**config.mk**
```make
export PLATFORM = sky130hd
export DESIGN_NAME = dbg_inject_seq
export DESIGN_NICKNAME = d
export VERILOG_FILES = /design/src/rtl/dbg_inject_pkg.sv /design/src/rtl/dbg_prog_buf.sv /design/src/rtl/dbg_trap_timer.sv /design/src/rtl/dbg_seq_ctrl.sv /design/src/rtl/dbg_inject_seq.sv
export SDC_FILE = /design/constraint.sdc
export NUM_CORES = 1
export LEC_CHECK = 0
export BUFFER_PORTS_ARGS = -buffer_cell sky130_fd_sc_hd__clkbuf_2
export CAP_MARGIN = 30
export CORE_AREA = 3 3 175 177
export CTS_BUF_LIST = sky130_fd_sc_hd__clkbuf_4
export CTS_CLUSTER_SIZE = 40
export DETAILED_ROUTE_END_ITERATION = 6
export DIE_AREA = 0 0 178 180
export PLACE_DENSITY = 0.77
export SKIP_LAST_GASP = 1
export SLEW_MARGIN = 20
export SYNTH_ARGS = -nofsm -noshare
export SYNTH_HDL_FRONTEND = slang
export SYNTH_SLANG_ARGS = --single-unit
```
**constraint.sdc**
```tcl
create_clock -name clk -period 31.5 [get_ports clk]
set_input_delay 4.725 -clock clk [delete_from_list [all_inputs] [get_ports clk]]
set_output_delay 4.725 -clock clk [all_outputs]
set_load 0.1 [all_outputs]
```
**src/rtl/dbg_inject_pkg.sv**
```systemverilog
package dbg_inject_pkg;

  localparam logic [31:0] INSN_EBREAK = 32'h0010_0073;

  typedef enum logic [2:0] {
    ST_IDLE   = 3'd0,
    ST_HALT   = 3'd1,
    ST_LOAD   = 3'd2,
    ST_INJECT = 3'd3,
    ST_WAIT   = 3'd4,
    ST_READ   = 3'd5,
    ST_RESUME = 3'd6,
    ST_RUN    = 3'd7
  } seq_state_e;

endpackage

```
**src/rtl/dbg_prog_buf.sv**
```systemverilog
module dbg_prog_buf #(
  parameter int DEPTH  = 8,
  parameter int WORD_W = 32,
  localparam int AW    = $clog2(DEPTH)
) (
  input  logic              clk,
  input  logic              rst_n,
  input  logic              wr_en,
  input  logic [AW-1:0]     wr_addr,
  input  logic [WORD_W-1:0] wr_data,
  input  logic [AW-1:0]     rd_addr,
  output logic [WORD_W-1:0] rd_data
);

  logic [WORD_W-1:0] slot_vals [DEPTH];

  for (genvar g = 0; g < DEPTH; g++) begin : g_slot
    logic              slot_en;
    logic [WORD_W-1:0] slot_q;

    assign slot_en = wr_en && (wr_addr == AW'(g));

    always_ff @(posedge clk or negedge rst_n) begin
      if (!rst_n) begin
        slot_q <= '0;
      end else if (slot_en) begin
        slot_q <= wr_data;
      end
    end

    assign slot_vals[g] = slot_q;
  end

  assign rd_data = slot_vals[rd_addr];

endmodule

```
**src/rtl/dbg_trap_timer.sv**
```systemverilog
module dbg_trap_timer #(
  parameter int CNT_W = 12
) (
  input  logic             clk,
  input  logic             rst_n,
  input  logic             clr,
  input  logic             run,
  input  logic [CNT_W-1:0] limit,
  output logic             expired
);

  logic [CNT_W-1:0] cnt_q;
  logic [CNT_W-1:0] cnt_d;
  logic             cnt_en;

  always_comb begin
    cnt_en = clr || (run && (cnt_q != '1));
    cnt_d  = clr ? '0 : cnt_q + 1'b1;
  end

  always_ff @(posedge clk or negedge rst_n) begin
    if (!rst_n) begin
      cnt_q <= '0;
    end else if (cnt_en) begin
      cnt_q <= cnt_d;
    end
  end

  assign expired = run && (cnt_q >= limit);

endmodule

```
**src/rtl/dbg_seq_ctrl.sv**
```systemverilog
module dbg_seq_ctrl
  import dbg_inject_pkg::*;
#(
  parameter int WORD_W = 32,
  parameter int CW     = 4,
  parameter int AW     = 3,
  parameter int TMO_W  = 12
) (
  input  logic              clk,
  input  logic              rst_n,
  input  logic              start,
  input  logic [CW-1:0]     count_in,
  input  logic [WORD_W-1:0] init_in,
  input  logic [TMO_W-1:0]  tmo_in,
  input  logic              core_halted,
  input  logic              core_running,
  input  logic              instr_rdy,
  input  logic              caught_ebreak,
  input  logic              caught_exc,
  input  logic [WORD_W-1:0] d0_rdata,
  input  logic              tmr_expired,
  input  logic [WORD_W-1:0] buf_rd_data,
  output logic [AW-1:0]     buf_rd_addr,
  output logic              tmr_clr,
  output logic              tmr_run,
  output logic [TMO_W-1:0]  tmr_limit,
  output logic              busy,
  output logic              done,
  output logic              error,
  output logic [WORD_W-1:0] data0_result,
  output logic              halt_req,
  output logic              d0_wen,
  output logic [WORD_W-1:0] d0_wdata,
  output logic              instr_vld,
  output logic [WORD_W-1:0] instr_word,
  output logic              resume_req
);

  seq_state_e        state_q, state_d;
  logic [CW-1:0]     idx_q, idx_d;
  logic              idx_en;
  logic [CW-1:0]     cnt_q;
  logic [WORD_W-1:0] init_q;
  logic [TMO_W-1:0]  tmo_q;
  logic              err_q, err_d, err_en;
  logic [WORD_W-1:0] res_q;
  logic              res_en;
  logic              done_q, done_d;
  logic              start_acc;
  logic              last_word;
  logic              trap_phase;
  logic              abort;

  assign start_acc  = start && (state_q == ST_IDLE);
  assign last_word  = (idx_q == cnt_q);
  assign trap_phase = (state_q == ST_INJECT) || (state_q == ST_WAIT);
  assign abort      = trap_phase && (caught_exc || (tmr_expired && !caught_ebreak));

  always_comb begin
    state_d = state_q;
    idx_d   = idx_q;
    idx_en  = 1'b0;
    err_d   = err_q;
    err_en  = 1'b0;
    res_en  = 1'b0;
    done_d  = 1'b0;
    case (state_q)
      ST_IDLE: begin
        if (start) begin
          state_d = ST_HALT;
          err_d   = 1'b0;
          err_en  = 1'b1;
        end
      end
      ST_HALT: begin
        if (core_halted) begin
          state_d = ST_LOAD;
        end
      end
      ST_LOAD: begin
        state_d = ST_INJECT;
        idx_d   = '0;
        idx_en  = 1'b1;
      end
      ST_INJECT: begin
        if (abort) begin
          state_d = ST_RESUME;
          err_d   = 1'b1;
          err_en  = 1'b1;
        end else if (caught_ebreak) begin
          state_d = ST_READ;
        end else if (instr_rdy) begin
          if (last_word) begin
            state_d = ST_WAIT;
          end else begin
            idx_d  = idx_q + 1'b1;
            idx_en = 1'b1;
          end
        end
      end
      ST_WAIT: begin
        if (abort) begin
          state_d = ST_RESUME;
          err_d   = 1'b1;
          err_en  = 1'b1;
        end else if (caught_ebreak) begin
          state_d = ST_READ;
        end
      end
      ST_READ: begin
        state_d = ST_RESUME;
        res_en  = 1'b1;
      end
      ST_RESUME: begin
        state_d = ST_RUN;
      end
      ST_RUN: begin
        if (core_running) begin
          state_d = ST_IDLE;
          done_d  = 1'b1;
        end
      end
      default: begin
        state_d = ST_IDLE;
      end
    endcase
  end

  always_ff @(posedge clk or negedge rst_n) begin
    if (!rst_n) begin
      state_q <= ST_IDLE;
      done_q  <= 1'b0;
    end else begin
      state_q <= state_d;
      done_q  <= done_d;
    end
  end

  always_ff @(posedge clk or negedge rst_n) begin
    if (!rst_n) begin
      idx_q <= '0;
    end else if (idx_en) begin
      idx_q <= idx_d;
    end
  end

  always_ff @(posedge clk or negedge rst_n) begin
    if (!rst_n) begin
      cnt_q  <= '0;
      init_q <= '0;
      tmo_q  <= '0;
    end else if (start_acc) begin
      cnt_q  <= count_in;
      init_q <= init_in;
      tmo_q  <= tmo_in;
    end
  end

  always_ff @(posedge clk or negedge rst_n) begin
    if (!rst_n) begin
      err_q <= 1'b0;
    end else if (err_en) begin
      err_q <= err_d;
    end
  end

  always_ff @(posedge clk or negedge rst_n) begin
    if (!rst_n) begin
      res_q <= '0;
    end else if (res_en) begin
      res_q <= d0_rdata;
    end
  end

  assign buf_rd_addr  = idx_q[AW-1:0];
  assign tmr_clr      = (state_q == ST_LOAD);
  assign tmr_run      = trap_phase;
  assign tmr_limit    = tmo_q;
  assign busy         = (state_q != ST_IDLE);
  assign done         = done_q;
  assign error        = err_q;
  assign data0_result = res_q;
  assign halt_req     = (state_q == ST_HALT);
  assign d0_wen       = (state_q == ST_LOAD);
  assign d0_wdata     = init_q;
  assign instr_vld    = (state_q == ST_INJECT);
  assign instr_word   = last_word ? INSN_EBREAK : buf_rd_data;
  assign resume_req   = (state_q == ST_RESUME);

endmodule

```
**src/rtl/dbg_inject_seq.sv**
```systemverilog
module dbg_inject_seq #(
  parameter int PROG_DEPTH = 8,
  parameter int WORD_W     = 32,
  parameter int TMO_W      = 12,
  localparam int AW        = $clog2(PROG_DEPTH),
  localparam int CW        = $clog2(PROG_DEPTH + 1)
) (
  input  logic              clk,
  input  logic              rst_n,
  input  logic              start,
  input  logic              prog_we,
  input  logic [AW-1:0]     prog_waddr,
  input  logic [WORD_W-1:0] prog_wdata,
  input  logic [CW-1:0]     prog_count,
  input  logic [WORD_W-1:0] data0_init,
  input  logic [TMO_W-1:0]  timeout_cycles,
  output logic              busy,
  output logic              done,
  output logic              error,
  output logic [WORD_W-1:0] data0_result,
  output logic              halt_req,
  input  logic              core_halted,
  output logic              d0_wen,
  output logic [WORD_W-1:0] d0_wdata,
  input  logic [WORD_W-1:0] d0_rdata,
  output logic              instr_vld,
  output logic [WORD_W-1:0] instr_word,
  input  logic              instr_rdy,
  input  logic              caught_ebreak,
  input  logic              caught_exc,
  output logic              resume_req,
  input  logic              core_running
);

  logic              rst_meta_q;
  logic              rst_sync_q;
  logic [CW-1:0]     count_clamped;
  logic              buf_we;
  logic [AW-1:0]     buf_rd_addr;
  logic [WORD_W-1:0] buf_rd_data;
  logic              tmr_clr;
  logic              tmr_run;
  logic [TMO_W-1:0]  tmr_limit;
  logic              tmr_expired;

  always_ff @(posedge clk or negedge rst_n) begin
    if (!rst_n) begin
      rst_meta_q <= 1'b0;
      rst_sync_q <= 1'b0;
    end else begin
      rst_meta_q <= 1'b1;
      rst_sync_q <= rst_meta_q;
    end
  end

  assign count_clamped = (prog_count > CW'(PROG_DEPTH)) ? CW'(PROG_DEPTH) : prog_count;
  assign buf_we        = prog_we && !busy;

  dbg_prog_buf #(
    .DEPTH  (PROG_DEPTH),
    .WORD_W (WORD_W)
  ) u_buf (
    .clk     (clk),
    .rst_n   (rst_sync_q),
    .wr_en   (buf_we),
    .wr_addr (prog_waddr),
    .wr_data (prog_wdata),
    .rd_addr (buf_rd_addr),
    .rd_data (buf_rd_data)
  );

  dbg_trap_timer #(
    .CNT_W (TMO_W)
  ) u_tmr (
    .clk     (clk),
    .rst_n   (rst_sync_q),
    .clr     (tmr_clr),
    .run     (tmr_run),
    .limit   (tmr_limit),
    .expired (tmr_expired)
  );

  dbg_seq_ctrl #(
    .WORD_W (WORD_W),
    .CW     (CW),
    .AW     (AW),
    .TMO_W  (TMO_W)
  ) u_ctrl (
    .clk           (clk),
    .rst_n         (rst_sync_q),
    .start         (start),
    .count_in      (count_clamped),
    .init_in       (data0_init),
    .tmo_in        (timeout_cycles),
    .core_halted   (core_halted),
    .core_running  (core_running),
    .instr_rdy     (instr_rdy),
    .caught_ebreak (caught_ebreak),
    .caught_exc    (caught_exc),
    .d0_rdata      (d0_rdata),
    .tmr_expired   (tmr_expired),
    .buf_rd_data   (buf_rd_data),
    .buf_rd_addr   (buf_rd_addr),
    .tmr_clr       (tmr_clr),
    .tmr_run       (tmr_run),
    .tmr_limit     (tmr_limit),
    .busy          (busy),
    .done          (done),
    .error         (error),
    .data0_result  (data0_result),
    .halt_req      (halt_req),
    .d0_wen        (d0_wen),
    .d0_wdata      (d0_wdata),
    .instr_vld     (instr_vld),
    .instr_word    (instr_word),
    .resume_req    (resume_req)
  );

endmodule

```
==> metrics.md, run 1 <==
| Metric | Value |
|---|---|
| Status | `finished clean` |
| Worst Skew | `0.0502 ns` |
| Delay-heaviest family, CP | `buffers and inverters` |
| CTS tree | `yes` |
| M1 wire length | `15.1 mm` |
| Top-area cell type share of the netlist area | `0.560` |
| H-tree levels | `3` |
| Most common cell in the netlist | `dfrtp_1` |
| RSZ-0062 raised after global routing | `false` |
| Maximum clock frequency | `115 MHz` |
| Die area | `32,000 µm²` |
| Fin crit period | `8.67 ns` |
| Wire per inst | `18.8 µm` |
| GPL Wtd Cong | `0.831` |
| Worst slew margin | `0.288` |
| Asr flop ratio synth | `1.00` |
| Clock-pin slew on the worst setup and hold paths | `0.06 ns` |
| Cell Pwr Density | `106 nW/µm²` |
| Chip width | `178 µm` |
| Via count | `10,200` |
| Root Buffer | `clkbuf_4` |
| Final setup violating endpoints | `0` |
| Total core area | `29,400 µm²` |
| Final hold vios | `0` |
| Critical path buffers and inverters | `2` |
| Most used DFF post-synth | `dfrtp_1` |
| CP max stage delay | `0.80 ns` |
| Worst path required time | `26.78 ns` |
| Distinct cells, synth | `56` |
| Die Ht | `180 µm` |
| Met3 routed WL | `1.65 mm` |
| Top layer in use | `met5` |
| Slowest-stage cell, CP | `dfrtp_4` |
| MaxCap Viol Count | `0` |
| Avg Inst Size Synth | `14.0 µm²` |
| Synthesized flop and latch total | `359` |
| Clock buffer count from CTS | `91` |
| Ys Warns | `0` |
| Post-synth EDFFs | `0` |
| I/O pin total | `227` |
| Layout fillers | `2,332` |
| Pleak | `9.23 nW` |
| CTS Sinks | `359` |
| Clk_lat worst skew | `0.71 ns` |
| CP Max Fanout | `41` |
| Critical Path Sink Type | `output port` |
| Routed WL | `35.1 mm` |
| DR iter-0 viols | `502` |
| Post-route DRC | `0` |
| IO Port Bufs | `226` |
| Critical Path Source Type | `flip-flop` |
| Clock buffer depth | `3` |
| Worst-Margin Slew | `1.07 ns` |
| Largest net degree at the start of global routing | `189` |
| Worst hold path type | `flip-flop to asynchronous set/reset pin` |
| Crit-path cells | `buf_4 -> xor2_1 -> or4_1 -> nand2_1 -> clkbuf_2` |
| Final period util | `0.275` |
| Fin Setup TNS | `0 ns` |
| Share of post-route cells with drive strength above 1 | `0.509` |
| DP Wirelength | `21.4 mm` |
| Vias in the first global route | `10,900` |
| Synth Net Count | `1,282` |
| Area delta synth->final | `16.9%` |
| Initial antenna violation count | `3` |
| Synth cell count leaders | `359 x dfrtp_1, 288 x mux2_2, 137 x nand2_1, 64 x mux4_2, 53 x nor2_1` |
| Sequential fraction of the synthesis area | `0.560` |
| Critical Path AT | `3.95 ns` |
| WS Path Type | `flip-flop to output port` |
| Met2 WL | `17.5 mm` |
| Synth area leaders | `dfrtp_1 56%, mux2_2 20%, mux4_2 9.0%` |
| Peak VDD IR | `0.0948 mV` |
| Layout net count | `1,555` |
| # rows | `63` |
| Setup bufs post-CTS | `0` |
| Post-route ant nets | `0` |
| Total GRT Usage | `0.225` |
| Starting Density | `0.546` |
| Max Slew Vio Count | `0` |
| Post_cts resized | `0` |
| Post-CTS Hold Fix Bufs | `0` |
| Via density | `5.49` |
| Grt total ovfl | `0` |
| Pre-Repair DR Iteration Count | `4` |
| First-pass GRT wire length | `57.2 mm` |
| Leading area contributor after synthesis | `dfrtp_1` |
| Total power | `1.99 mW` |
| Post-Syn Area | `16,100 µm²` |
| Cells after synthesis | `1,144` |
==> cell families (layout without fill, tap and decap cells) <==
kind of cell / count (synthesis) / in the layout / share of synthesized area
mux: 386 / 386 / 0.313
flops: 359 / 359 / 0.560
simple gates: 234 / 234 / 0.0639
buf+inv: 83 / 414 / 0.0222
compound gates: 51 / 51 / 0.0213
xor+xnor: 16 / 16 / 0.00873
fa+ha+maj: 14 / 14 / 0.0109
other cells: 1 / 3 / 0.000234
==> worst reg2reg max path, stage by stage (launching register included) <==
cell     delay (ns)
dfrtp_4        0.80
buf_4          0.77
xor2_1         0.24
or4_1          0.72
o21ai_2        0.24
o31ai_1        0.11
a21o_1         0.21
a22o_1         0.22
==> cells in the final DEF, fill, tap and decap left out, drive strengths merged, types with 16 or more instances in the layout <==
cell type / count
buf: 21
nand2: 137
clkinv: 16
mux2i: 34
mux4: 64
dfrtp: 359
mux2: 288
inv: 17
nor2: 53
o21ai: 22
clkbuf: 356
==> state kept, by name, summed over array words and instances, names as in the netlist <==
register and flops:
u_ctrl.done 1, rst_meta_q 1, u_ctrl.state_q 3, u_ctrl.tmr_limit 12
u_buf.g_slot.slot_q 256, u_ctrl.error 1, u_ctrl.d0_wdata 32, u_ctrl.cnt_q 4
u_ctrl.idx_q 4, rst_sync_q 1, u_tmr.cnt_q 12, u_ctrl.data0_result 32
==> metal layers <==
| layer | vias up | track usage |
|---|---|---|
| li1 | 4685 | - |
| met1 | 5259 | 0.301 |
| met2 | 240 | 0.364 |
| met3 | 61 | 0.0488 |
| met4 | 2 | 0.0792 |
| met5 | - | 0 |
==> area by class of cell <==
class / instances / area [µm²] / share of cell area
flip-flops and latches: 359 / 8990 / 0.479
clock buffers: 130 / 976 / 0.0520
well taps: 390 / 488 / 0.0260
multi-input cells: 702 / 6760 / 0.360
diodes: 2 / 5.00 / 0.000267
inverters: 16 / 60.1 / 0.00320
repair buffers: 247 / 1330 / 0.0711
clock inverters: 21 / 145 / 0.00774
==> stage by stage <==
| step | instances | area (µm²) | worst slack, ns | hold WS (ns) | utilization |
|---|---|---|---|---|---|
| floorplan | 1144 | 16100 | 20.75 | 0.331 | - |
| global placement | 1712 | 17600 | 23.47 | 0.271 | 0.598 |
| detailed placement | 1713 | 17600 | 23.43 | 0.275 | 0.599 |
| CTS | 1864 | 18700 | 22.67 | 0.283 | 0.637 |
| global route | 1867 | 18800 | 22.50 | 0.296 | 0.638 |
| finish | 1867 | 18800 | 22.83 | 0.259 | 0.638 |
==> worst paths after layout <==
path | to | slack [ns] | depth (start not counted) | start
setup / recovery | instr_word[5] | 22.83 | 5 | u_ctrl.idx_q[0]
hold / removal | u_ctrl.data0_result[2] | 0.26 | 0 | rst_sync_q
setup reg to reg | u_ctrl.state_q[0] | 28.11 | 7 | u_ctrl.idx_q[0]
hold reg to reg | u_ctrl.data0_result[2] | 0.26 | 0 | rst_sync_q
max in group asynchronous | rst_sync_q | 27.56 | 1 | rst_n
min in group clk | rst_sync_q | 0.35 | 0 | rst_meta_q
==> power breakdown <==
part / internal, mW / switching, mW
sequential: 0.603 / 0.0874
combinational: 0.241 / 0.673
clock: 0.205 / 0.181
total: 1.05 / 0.942
No activity file was read; power rests on OpenSTA's default activity.
==> inputs of run 2 (changes only) <==
clock period = 8.95 ns   (was 31.5 ns; I/O delays follow)
==> metrics.md, run 2 (synthesized netlist as in run 1, its figures left out) <==
| Metric | Value |
|---|---|
| Status | `finished clean (unchanged)` |
| Cell Pwr Density | `372 nW/µm² (was 106 nW/µm²)` |
| Pleak | `9.24 nW (was 9.23 nW)` |
| Area of the multi-input gates | `6760 µm² (unchanged)` |
| Critical Path AT | `3.49 ns (was 3.95 ns)` |
| Root Buffer | `clkbuf_4 (unchanged)` |
| Post-route ant nets | `0 (unchanged)` |
| WS Path Type | `flip-flop to output port (unchanged)` |
| Inst Count DP | `1,715 (was 1,713)` |
| Critical path depth | `5 (unchanged)` |
| H-tree levels | `3 (unchanged)` |
| Worst path required time | `7.61 ns (was 26.78 ns)` |
| IO Port Bufs | `226 (unchanged)` |
| Slowest-stage cell, CP | `or4_1 (was dfrtp_4)` |
| DP Wirelength | `21.7 mm (was 21.4 mm)` |
| Initial antenna violation count | `3 (unchanged)` |
| Final hold vios | `0 (unchanged)` |
| Worst-Margin Slew | `0.964 ns (was 1.07 ns)` |
| Layout net count | `1,560 (was 1,555)` |
| Worst hold path type | `flip-flop to flip-flop (was flip-flop to asynchronous set/reset pin)` |
| Reg2reg end | `u_buf.g_slot[1].slot_q[25] (was u_ctrl.state_q[0])` |
| Vias in the first global route | `11,000 (was 10,900)` |
| Final period util | `0.539` |
| CTS tree | `yes (unchanged)` |
| Final setup violating endpoints | `0 (unchanged)` |
| Worst Skew | `0.0412 ns (was 0.0502 ns)` |
| Starting Density | `0.546 (unchanged)` |
| Max Slew Vio Count | `0 (unchanged)` |
| First-pass GRT wire length | `57.8 mm (was 57.2 mm)` |
| Biggest register | `u_buf.g_slot.slot_q (unchanged)` |
| Dpl ws | `4.23 ns (was 23.43 ns)` |
| Post-route DRC | `0 (unchanged)` |
| Grt total ovfl | `0 (unchanged)` |
| CTS Sinks | `359 (unchanged)` |
| Most common cell after layout, fill and taps aside | `dfrtp_1 (unchanged)` |
| Total GRT Usage | `0.227 (was 0.225)` |
| Crit-path cells | `buf_4 -> xor2_1 -> or4_1 -> nand2_1 -> clkbuf_2 (unchanged)` |
| # rows | `63 (unchanged)` |
| Clock buffer depth | `3 (unchanged)` |
| Worst slew margin | `0.357 (was 0.288)` |
| CP startpoint | `u_ctrl.idx_q[0] (unchanged)` |
| Critical path buffers and inverters | `2 (unchanged)` |
| Post-CTS Hold Fix Bufs | `0 (unchanged)` |
| Reg2reg setup slack | `5.75 ns (was 28.11 ns)` |
| Critical Path Sink Type | `output port (unchanged)` |
| Die area | `32,000 µm² (unchanged)` |
| GPL Wtd Cong | `0.804 (was 0.831)` |
| CP Max Fanout | `24 (was 41)` |
| Total core area | `29,400 µm² (unchanged)` |
| Clock buffer count from CTS | `94 (was 91)` |
| CP max stage delay | `0.76 ns (was 0.80 ns)` |
| Post_cts resized | `0 (unchanged)` |
| MaxCap Viol Count | `0 (unchanged)` |
| RSZ-0062 raised after global routing | `false (unchanged)` |
| Reg2Reg Launch Point | `u_ctrl.state_q[0] (was u_ctrl.idx_q[0])` |
| Total power | `6.99 mW (was 1.99 mW)` |
| Commonest non-fill, non-tap cells in the layout | `355 x dfrtp_1, 288 x mux2_2, 226 x clkbuf_2 (unchanged)` |
| Die Ht | `180 µm (unchanged)` |
| Fin Setup TNS | `0 ns (unchanged)` |
| Delay-heaviest family, CP | `simple AND/OR/NAND/NOR gates (was buffers and inverters)` |
| Critical Path Source Type | `flip-flop (unchanged)` |
| Largest net degree at the start of global routing | `68 (was 189)` |
| I/O pin total | `227 (unchanged)` |
| Register Area | `8990 µm² (unchanged)` |
| Setup ws final | `4.12 ns (was 22.83 ns)` |
| Routed WL | `35.1 mm (about the same)` |
| Finished Layout Cells | `1,871 (was 1,867)` |
| Chip width | `178 µm (unchanged)` |
| Maximum clock frequency | `207 MHz` |
| Critical Path Sink | `instr_word[20] (was instr_word[5])` |
| Via count | `10,300 (was 10,200)` |
| Pre-Repair DR Iteration Count | `4 (unchanged)` |
| Clock-pin slew on the worst setup and hold paths | `0.07 ns (was 0.06 ns)` |
| DR iter-0 viols | `599 (was 502)` |
| Area delta synth->final | `17.0% (was 16.9%)` |
| Wire per inst | `18.8 µm (about the same)` |
| Max reg flops | `256 (unchanged)` |
| Via density | `5.49 (about the same)` |
| Peak VDD IR | `0.454 mV (was 0.0948 mV)` |
| Clk_lat worst skew | `0.71 ns (about the same)` |
| Setup bufs post-CTS | `0 (unchanged)` |
| Path depth of the worst reg2reg path | `5 (was 7)` |
| Share of post-route cells with drive strength above 1 | `0.505 (was 0.509)` |
| Layout fillers | `2,319 (was 2,332)` |
| Fin crit period | `4.83 ns` |
[run 2: changes by cell type in the layout (fill, tap and decap cells not counted)]
cell and change:
buf_12 -2, buf_16 +3, buf_4 +1, clkbuf_4 -7, clkinv_1 +8, inv_2 +2, inv_6 -1
[run 2: cell type report]
type,count,area share
inverters,16,0.00320
clock buffers,123,0.0492
diodes,2,0.000266
flip-flops and latches,359,0.479
clock inverters,30,0.00926
multi-input cells,702,0.360
well taps,390,0.0260
repair buffers,249,0.0737
[run 2: layer usage]
| metal | vias to the layer above | share of wire | GRT usage |
|---|---|---|---|
| met1 | 5256 | 0.42 | 0.299 |
| met5 | - | 0.00026 | 0 |
| li1 | 4709 | - | - |
| met2 | 235 | 0.51 | 0.375 |
| met4 | 2 | 0.020 | 0.0782 |
| met3 | 65 | 0.051 | 0.0477 |
[run 2: through the flow]
stage	instance area, µm²	util	hold WS [ns]
after floorplan	16100	-	0.331
after global placement	17600	0.598	0.342
after detailed placement	17700	0.600	0.339
after CTS	18800	0.638	0.334
after global routing	18800	0.639	0.346
final	18800	0.639	0.328
[run 2: worst min-delay path by stage]
stage,from,end,cells after the start
2_1_floorplan,rst_meta_q,rst_sync_q,0
3_3_place_gp,rst_meta_q,rst_sync_q,0
3_5_place_dp,rst_meta_q,rst_sync_q,0
4_1_cts,rst_meta_q,rst_sync_q,0
5_1_grt,rst_n,rst_sync_q,1
6_report,rst_meta_q,rst_sync_q,0
[run 2: power by group]
| part | total [mW] | internal, mW | switching (mW) |
|---|---|---|---|
| Combinational | 3.23 | 0.859 | 2.37 |
| Clock | 1.33 | 0.691 | 0.638 |
| Sequential | 2.43 | 2.12 | 0.302 |
| Total | 6.99 | 3.67 | 3.31 |
==> inputs of run 3 (changes only) <==
CORE_AREA = 3 3 177 179   (was 3 3 175 177)
DIE_AREA = 0 0 180 182   (was 0 0 178 180)
PLACE_DENSITY = 0.78   (was 0.77)
clock period = 3.9 ns   (was 8.95 ns; I/O delays follow)
==> metrics.md, run 3 (synthesized netlist as in run 1, its figures left out) <==
| Metric | Value |
|---|---|
| Post-route ant nets | `0 (unchanged)` |
| Worst hold path type | `primary input to flip-flop (was flip-flop to flip-flop)` |
| Delay-heaviest family, CP | `simple AND/OR/NAND/NOR gates (unchanged)` |
| DR iter-0 viols | `533 (was 599)` |
| Final period util | `0.911` |
| Clock buffer depth | `3 (unchanged)` |
| Clock-pin slew on the worst setup and hold paths | `0.07 ns (about the same)` |
| Worst-Margin Slew | `0.823 ns (was 0.964 ns)` |
| Layout fillers | `2,335 (was 2,319)` |
| DP Wirelength | `22.6 mm (was 21.7 mm)` |
| Setup bufs post-CTS | `0 (unchanged)` |
| Area delta synth->final | `17.4% (was 17.0%)` |
| Most common cell after layout, fill and taps aside | `dfrtp_1 (unchanged)` |
| Critical path buffers and inverters | `1 (was 2)` |
| Via count | `10,400 (was 10,300)` |
| H-tree levels | `3 (unchanged)` |
| Via density | `5.53 (was 5.49)` |
| IO Port Bufs | `226 (unchanged)` |
| Root Buffer | `clkbuf_4 (unchanged)` |
| Pre-Repair DR Iteration Count | `4 (unchanged)` |
| Vias in the first global route | `11,300 (was 11,000)` |
| Grt total ovfl | `0 (unchanged)` |
| Worst Hold Launch | `data0_init[26] (was rst_meta_q)` |
| Worst slew margin | `0.451 (was 0.357)` |
| # rows | `63 (unchanged)` |
| Largest net degree at the start of global routing | `101 (was 68)` |
| Commonest non-fill, non-tap cells in the layout | `355 x dfrtp_1, 288 x mux2_2, 226 x clkbuf_2 (unchanged)` |
| Pleak | `9.29 nW (was 9.24 nW)` |
| Total core area | `29,700 µm² (was 29,400 µm²)` |
| Cell Pwr Density | `855 nW/µm² (was 372 nW/µm²)` |
| Max Slew Vio Count | `0 (unchanged)` |
| Wire per inst | `19.1 µm (was 18.8 µm)` |
| Register Area | `8990 µm² (unchanged)` |
| Hold EP | `u_ctrl.d0_wdata[26] (was rst_sync_q)` |
| Die Ht | `182 µm (was 180 µm)` |
| First-pass GRT wire length | `59.2 mm (was 57.8 mm)` |
| Finished Layout Cells | `1,874 (was 1,871)` |
| Starting Density | `0.540 (was 0.546)` |
| Critical Path AT | `2.97 ns (was 3.49 ns)` |
| Final setup violating endpoints | `0 (unchanged)` |
| Critical Path Sink Type | `output port (unchanged)` |
| WS Path Type | `flip-flop to output port (unchanged)` |
| Die area | `32,800 µm² (was 32,000 µm²)` |
| Peak VDD IR | `0.857 mV (was 0.454 mV)` |
| Clk_lat worst skew | `0.69 ns (was 0.71 ns)` |
| CP Max Fanout | `16 (was 24)` |
| Path depth of the worst reg2reg path | `5 (unchanged)` |
| Status | `finished clean (unchanged)` |
| GPL Wtd Cong | `0.782 (was 0.804)` |
| Share of post-route cells with drive strength above 1 | `0.515 (was 0.505)` |
| MaxCap Viol Count | `0 (unchanged)` |
| I/O pin total | `227 (unchanged)` |
| Reg2reg setup slack | `1.02 ns (was 5.75 ns)` |
| Crit-path cells | `xor2_1 -> or4_1 -> nand2_1 -> clkbuf_2 (was buf_4 -> xor2_1 -> or4_1 -> nand2_1 -> clkbuf_2)` |
| Post-route DRC | `0 (unchanged)` |
| Worst Skew | `0.0423 ns (was 0.0412 ns)` |
| Total GRT Usage | `0.224 (was 0.227)` |
| CTS tree | `yes (unchanged)` |
| RSZ-0062 raised after global routing | `false (unchanged)` |
| Inst Count DP | `1,717 (was 1,715)` |
| Fin Setup TNS | `0 ns (unchanged)` |
| Slowest-stage cell, CP | `or4_1 (unchanged)` |
| Max reg flops | `256 (unchanged)` |
| Routed WL | `35.9 mm (was 35.1 mm)` |
| Layout net count | `1,562 (was 1,560)` |
| Area of the multi-input gates | `6760 µm² (unchanged)` |
| CTS Sinks | `359 (unchanged)` |
| Reg2Reg Launch Point | `u_ctrl.state_q[0] (unchanged)` |
| Final hold vios | `0 (unchanged)` |
| Critical Path Source Type | `flip-flop (unchanged)` |
| Worst path required time | `3.31 ns (was 7.61 ns)` |
| Fin crit period | `3.55 ns` |
| Biggest register | `u_buf.g_slot.slot_q (unchanged)` |
| CP max stage delay | `0.69 ns (was 0.76 ns)` |
| Hold Crit Depth | `3 (was 0)` |
| Reg2reg end | `u_buf.g_slot[3].slot_q[8] (was u_buf.g_slot[1].slot_q[25])` |
| Clock buffer count from CTS | `93 (was 94)` |
| Chip width | `180 µm (was 178 µm)` |
| Initial antenna violation count | `5 (was 3)` |
| Maximum clock frequency | `282 MHz` |
[run 3: where the power goes]
part           switching (mW)  internal (mW)  leakage [nW]
clock network            1.43           1.69         0.677
logic                    5.49           1.96          3.92
registers               0.676           4.87          4.69
total                    7.60           8.52          9.29
[run 3: worst max-delay path by stage]
stage / cells after the start / to / startpoint
5_1_grt: 5 / instr_word[5] / u_ctrl.idx_q[0]
4_1_cts: 5 / instr_word[8] / u_ctrl.idx_q[1]
3_5_place_dp: 5 / instr_word[8] / u_ctrl.idx_q[1]
3_3_place_gp: 5 / instr_word[8] / u_ctrl.idx_q[1]
6_report: 4 / instr_word[4] / u_ctrl.idx_q[0]
2_1_floorplan: 0 / u_buf.g_slot[0].slot_q[0] / rst_sync_q
[run 3: timing repair]
item / in CTS / in global routing
hold buffers: 1 / 0
hold endpoints to repair: 2 / 0
resized for setup: 0 / 0
[run 3: through the flow]
stage | power [mW] | hold slack [ns] | setup WS (ns) | instance area [µm²] | utilization
final | 16.1 | 0.103 | 0.348 | 18800 | 0.634
after floorplan | 11.7 | 0.289 | 0.357 | 16100 | -
after global placement | 12.9 | 0.335 | 1.01 | 17700 | 0.595
after global routing | 17.0 | 0.0474 | 0.190 | 18800 | 0.634
after detailed placement | 13.1 | 0.338 | 1.00 | 17700 | 0.595
after CTS | 16.3 | 0.0214 | 0.237 | 18800 | 0.633
[run 3: area by class of cell]
class | count | share of cell area
timing repair buffer | 252 | 0.0749
clock buffer | 141 | 0.0562
clock inverter | 11 | 0.00378
tap | 390 | 0.0259
multi-input combinational | 702 | 0.359
inverter | 16 | 0.00319
sequential | 359 | 0.477
antenna | 3 | 0.000398
[run 3: per-layer routing]
| layer | track usage | wire (µm) |
|---|---|---|
| met2 | 0.380 | 18200 |
| met5 | 0 | 24 |
| met4 | 0.0829 | 820 |
| met1 | 0.284 | 15200 |
| met3 | 0.0507 | 1610 |
[run 3: worst min-delay path: cells and delay by family]
family	cells	cell delay, ns
and+or+nand+nor	2	0.09
buffers and inverters	1	0.08
